<file path="config.mk">
export PLATFORM = sky130hd
export DESIGN_NAME = hostport_dma_hs
export DESIGN_NICKNAME = d
export VERILOG_FILES = /design/src/rtl/hostport_dma_hs.sv
export SDC_FILE = /design/constraint.sdc
export NUM_CORES = 1
export LEC_CHECK = 0
export BUFFER_PORTS_ARGS = -buffer_cell sky130_fd_sc_hd__buf_2
export CAP_MARGIN = 30
export CORE_AREA = 2 2 121 123
export CTS_BUF_LIST = sky130_fd_sc_hd__clkbuf_4 sky130_fd_sc_hd__clkbuf_8
export CTS_CLUSTER_DIAMETER = 40
export DETAILED_ROUTE_END_ITERATION = 8
export DIE_AREA = 0 0 123 125
export PLACE_DENSITY = 0.62
export SYNTH_ARGS = -nofsm -noshare
export SYNTH_HDL_FRONTEND = slang
export SYNTH_SLANG_ARGS = --single-unit
export TNS_END_PERCENT = 10
</file>
<file path="constraint.sdc">
create_clock -name clk -period 1.6 [get_ports clk]
set_input_delay 0.16 -clock clk [delete_from_list [all_inputs] [get_ports clk]]
set_output_delay 0.16 -clock clk [all_outputs]
set_load 0.01 [all_outputs]
</file>
<file path="src/rtl/hostport_dma_hs.sv">
module hostport_dma_hs #(
  parameter int DW = 32
) (
  input  logic          clk,
  input  logic          rst_n,
  input  logic          cfg_we,
  input  logic [2:0]    cfg_wdata,
  input  logic          vec_we,
  input  logic [DW-1:0] vec_wdata,
  input  logic          rx_load,
  input  logic [DW-1:0] rx_wdata,
  input  logic          tx_take,
  output logic [DW-1:0] tx_rdata,
  output logic          rx_full,
  output logic          tx_full,
  input  logic          host_ack_n,
  output logic          host_req_n,
  input  logic [DW-1:0] d_in,
  output logic [DW-1:0] d_out,
  output logic          d_oe
);

  logic          req_en, dma_mode, dir_rd;
  logic [DW-1:0] vec_q, rx_q, tx_q, stage_q;
  logic          rx_full_q, tx_full_q, ack_q;
  logic          ack_rise, rd_done, wr_done, need;

  assign ack_rise = ~ack_q & host_ack_n;
  assign rd_done  = ack_rise & dma_mode & dir_rd;
  assign wr_done  = ack_rise & dma_mode & ~dir_rd & ~tx_full_q;

  always_ff @(posedge clk) begin
    if (!rst_n) begin
      req_en    <= 1'b0;
      dma_mode  <= 1'b0;
      dir_rd    <= 1'b0;
      vec_q     <= '0;
      rx_q      <= '0;
      tx_q      <= '0;
      stage_q   <= '0;
      rx_full_q <= 1'b0;
      tx_full_q <= 1'b0;
      ack_q     <= 1'b1;
    end else begin
      ack_q <= host_ack_n;
      if (!host_ack_n) stage_q <= d_in;
      if (cfg_we) {dir_rd, dma_mode, req_en} <= cfg_wdata;
      if (vec_we) vec_q <= vec_wdata;
      if (rx_load) begin
        rx_q      <= rx_wdata;
        rx_full_q <= 1'b1;
      end else if (rd_done) begin
        rx_full_q <= 1'b0;
      end
      if (wr_done) begin
        tx_q      <= stage_q;
        tx_full_q <= 1'b1;
      end else if (tx_take) begin
        tx_full_q <= 1'b0;
      end
    end
  end

  assign need       = dir_rd ? rx_full_q : ~tx_full_q;
  assign host_req_n = ~(req_en & need);
  assign d_oe       = ~host_ack_n & (~dma_mode | dir_rd);
  assign d_out      = dma_mode ? rx_q : vec_q;
  assign tx_rdata   = tx_q;
  assign rx_full    = rx_full_q;
  assign tx_full    = tx_full_q;


  req_known_chk: assert property (@(posedge clk) disable iff (!rst_n)
    !$isunknown(host_req_n));


  oe_needs_ack_chk: assert property (@(posedge clk) disable iff (!rst_n)
    d_oe |-> !host_ack_n);


  tx_fill_chk: assert property (@(posedge clk) disable iff (!rst_n)
    $rose(tx_full_q) |-> ($past(host_ack_n) && !$past(host_ack_n, 2)));


  rx_drain_chk: assert property (@(posedge clk) disable iff (!rst_n)
    $fell(rx_full_q) |-> $past(dma_mode && dir_rd && host_ack_n));


  req_after_load_chk: assert property (@(posedge clk) disable iff (!rst_n)
    (rx_load && req_en && dir_rd && !cfg_we) |=> !host_req_n);

endmodule

</file>
# Yosys cells after proc, flatten, opt, wreduce, memory -nomap -nowiden
# Index checks and enable logic that the tools add are counted.
# Widths: inputs -> output; s select.
[word_totals] reg_bits=134 in_bits=106 output_inout_bits=68 elab_cells=32
[classes] mux=6 bitwise=14 reduce_logical=2
[op_table] op="$mux 32" n=1
[op_table] op="$and 1x1->1" n=7
[op_table] op="$not 1->1" n=6
[op_table] op="$mux 1" n=5
[op_table] op="$reduce_bool 2->1" n=2
[op_table] op="$or 1x1->1" n=1

# Longest topological paths before layout
[logic_depth] word_depth=6 depth_mapped=5 mapped_depth_nobuf=3

# Least setup slack after synthesis
# Ideal clock, no wire load.
[synth_path] path_kind="reg2reg" from="register dma_mode" to="register tx_q[10] (netlist: tx_rdata[10])" setup_ps=72 arrival_time_ps=1264 t_required_ps=1528 setup_slack_ps=265 path_stages_with_launch=6 n_path_buf=2 synth_period_minus_slack_ps=1335 path_cell_list="dfxtp_1 > buf_2 > nand2_2 > nor4_4 > buf_6 > mux2i_1"
[synth_via] elab_chain_len=3
[synth_rtl] element="start, declared" line_no="23" source="logic req_en, dma_mode, dir_rd;"
[synth_rtl] element="start signal, assigned" line_no="47" source="if (cfg_we) {dir_rd, dma_mode, req_en} <= cfg_wdata;"
[synth_rtl] element="$and 1x1->1 (3 in series)" line_no="30" source="assign wr_done = ack_rise & dma_mode & ~dir_rd & ~tx_full_q;"
[synth_rtl] element="end signal, assigned" line_no="56" source="tx_q <= stage_q;"
[synth_rtl] element="end, declared" line_no="24" source="logic [DW-1:0] vec_q, rx_q, tx_q, stage_q;"
# Every way passes these cells.
# A chain may end at the register's enable or synchronous reset.

# Final worst setup path
[layout_path] from="register dma_mode" to="output d_out[14]"
[layout_via] elab_chain_len=1
[layout_rtl] element="$mux 32" line_no="67" source="assign d_out = dma_mode ? rx_q : vec_q;"
[layout_rtl] element="end, declared" line_no="19" source="output logic [DW-1:0] d_out,"
# Every way passes these cells.

==> key figures <==
Outcome
  • Status: finished with violations
  • Failing checks: negative setup slack

GRT
  • First-pass GRT wire length: between 20,000 and 25,000 um
  • Total congestion overflow: 0
  • Largest net degree at the start of global routing: 61
  • Vias in the first global route: about 4,600
  • Initial antenna violation count: 1
  • Total Routing Usage GR: 0.184

Finish
  • Register area: about 2700 um^2
  • Filler cells: 1,175
  • Final nets: 879
  • Share of layout cells above drive strength 1: 0.321
  • Multi-input logic area: 2670 um^2
  • Layout Cells excl Fill: 971
  • P&R area growth vs syn: 47.8%

Power
  • Pwr/cell area: around 920 nW/um^2
  • Pleak: 3.67 nW
  • Peak VDD IR: 0.682 mV

Timing
  • Max-slew violation count: 0
  • Final setup violation count: 32
  • Min cycle time layout: 1.68 ns
  • Setup tns final: -1.63 ns
  • RSZ-0062 raised after global routing: true
  • Max Clk Rate: 0.595 GHz
  • Crit share post-route: 1.05
  • Relative slew slack: 0.756
  • Final worst setup slack: -0.0816 ns
  • Final Hold Viols: 0
  • Worst-Margin Slew: 0.366 ns
  • Clk_skew: 0.0108 ns

Synthesis
  • Netlist cell types: 19
  • Predominant post-synthesis flop cell: dfxtp_1
  • Syn. warnings: 0
  • Seq/Total Area, Yosys: 0.489
  • Number of flops mapped to enable cells by yosys: 0
  • Area leader, netlist: dfxtp_1
  • Post-synth net total: a little over 600
  • Syn avg cell area: 10.7 um^2
  • Top post-synthesis cells by area: dfxtp_1 49%, mux2i_1 24%, nor2b_1 11%, mux2_2 6.6%, nand2_1 4.5%
  • Synth Cell Area: 5480 um^2
  • Register bit total from synthesis: approximately 130
  • Post-synth top area share: 0.489
  • Async set or reset register ratio after synthesis: 0
  • Gate Count Post-Synth: 510

Detailed routing
  • Wire per inst: 14.5 um
  • Initial DRC Count: 136
  • Drt total wl: 14,100 um
  • Routed vias/inst: ~4.5
  • Pre-Repair DR Iteration Count: 4
  • DR vias: between 4,000 and 5,000
  • DR DRC count: 0
  • Routed Antenna Nets: 0

Clock network
  • Clk sinks: roughly 130
  • CTS tree: built
  • Max clock buf depth: 2
  • Num CTS Buffers: 17
  • Post-CTS setup buffers: 0
  • Clock latency on the worst-skew pair: 0.44 ns
  • H-tree depth: 4
  • Root Buffer: clkbuf_8
  • Worst-path clk slew: 0.07 ns

Floorplan
  • Ports: 174
  • Die height: 125 um
  • Die width: roughly 120 um
  • Site Rows: 44
  • Initial Utilization: 0.386
  • Die area: about 15,000 um^2
  • Core Box Area: 14,200 um^2

Worst setup path
  • Worst R2R End: tx_rdata[22]
  • R2r setup slk: 0.29 ns
  • Crit path required time: approximately 1.4 ns
  • Critical path fanouts, max: 17
  • Critical path class: register to output port
  • Worst R2R Path Depth: 3
  • Worst setup SP type: register
  • Worst EP arrival: 1.52 ns
  • CP endpoint kind: output port
  • Startpoint of the worst-slack reg-to-reg timing path: dir_rd

Min path
  • Worst min path class: input port to register
  • Hold Path Cell Cnt: 3
  • Hold_sp: rx_wdata[4]
  • WHS Endpoint: rx_q[4]

Placed design
  • Placed insts: between 800 and 900
  • PortBufs: approximately 170
  • DP HPWL: 8540 um
  • Routability Congestion: between 0.7 and 0.8

Flow run
  • Max_cap viols: 0
-- synth_stat cells, types with 2 or more instances --
cell / instances
dfxtp_1: 134
mux2i_1: 131
nor2b_1: 100
nand2_1: 66
mux2_2: 32
clkbuf_1: 16
buf_2: 14
buf_1: 3
buf_6: 3
o21ai_0: 2
-- kinds of logic (layout without fill, tap and decap cells) --
logic type             count (synthesis)  count (layout)  share of synthesized area
AOI/OAI and AO/OA                      4               4                    0.00411
buffers and inverters                 38             314                     0.0340
DFF                                  134             134                      0.489
muxes                                163             163                      0.305
and+or+nand+nor                      171             171                      0.167
other                                  0               1                          0
-- final cells by class --
| cell class | count | share of cell area |
|---|---|---|
| Sequential cell | 134 | 0.332 |
| Clock inverter | 9 | 0.0124 |
| Clock buffer | 23 | 0.0368 |
| Inverter | 1 | 0.000463 |
| Antenna cell | 1 | 0.000309 |
| Tap cell | 184 | 0.0284 |
| Multi-Input combinational cell | 338 | 0.330 |
| Timing Repair Buffer | 281 | 0.260 |
-- repair_timing --
| item | CTS | global route |
|---|---|---|
| hold buffers | 96 | 0 |
| endpoints found under the setup margin | 32 | 32 |
| hold endpoints to repair | 96 | 0 |
| resized for setup | 26 | 8 |
| gates cloned | 1 | 0 |
-- placed cells by master (no fill, tap or decap), types with 2 or more instances in the layout --
master	instances
buf_2	157
dfxtp_1	133
mux2i_1	131
nor2b_1	100
dlygate4sd3_1	96
nand2_1	66
clkbuf_8	20
mux2_4	16
mux2_2	16
buf_6	15
buf_4	6
buf_12	6
clkinv_2	5
clkbuf_4	3
o21ai_0	2
bufinv_16	2
clkinvlp_4	2
-- state kept, by name (all words and copies together), names as in the netlist --
signal and count:
dir_rd 1, tx_full 1, rx_q 32, rx_full 1, stage_q 32, req_en 1, vec_q 32, ack_q 1
dma_mode 1, tx_rdata 32
-- power by group --
group | total, mW | switching, mW | internal [mW]
Clock | 2.79 | 1.24 | 1.55
Sequential | 3.58 | 0.0872 | 3.49
Combinational | 1.05 | 0.418 | 0.629
Total | 7.41 | 1.75 | 5.66
-- worst max-delay path, cell delays in order (launching register included) --
cell,delay (ns)
dfxtp_4,0.40
buf_12,0.18
mux2_2,0.36
buf_2,0.14
-- stage by stage --
stage | hold slack (ns) | power [mW] | instance area [um^2] | util | setup WS, ns
finish | 0.0213 | 7.41 | 8100 | 0.570 | -0.0816
global route | 0.00163 | 7.78 | 8100 | 0.570 | -0.158
CTS | 0.0116 | 7.47 | 8060 | 0.567 | -0.110
detailed placement | 0.419 | 4.43 | 6550 | 0.461 | 0.301
global placement | 0.412 | 4.40 | 6550 | 0.461 | 0.334
floorplan | 0.326 | 4.12 | 5480 | - | 0.265
-- worst max path at each step --
stage | slack (ns) | cells past startpoint | to | from
after CTS | -0.11 | 3 | d_out[15] | dma_mode
after global placement | 0.33 | 3 | tx_rdata[0] | dir_rd
after floorplan | 0.26 | 5 | tx_rdata[10] | dma_mode
after detailed placement | 0.30 | 3 | tx_rdata[25] | tx_full
final | -0.08 | 3 | d_out[14] | dma_mode
after global routing | -0.16 | 3 | d_out[14] | dma_mode
-- metal layers --
metal,global-route usage,up-vias,share of wire,wire (um)
met4,0.0648,0,0.023,320
met2,0.319,144,0.49,6880
li1,-,2219,-,-
met3,0.0698,23,0.067,945
met1,0.204,2006,0.42,5930
met5,0,-,0,0
(Power assumes the default switching activity.)
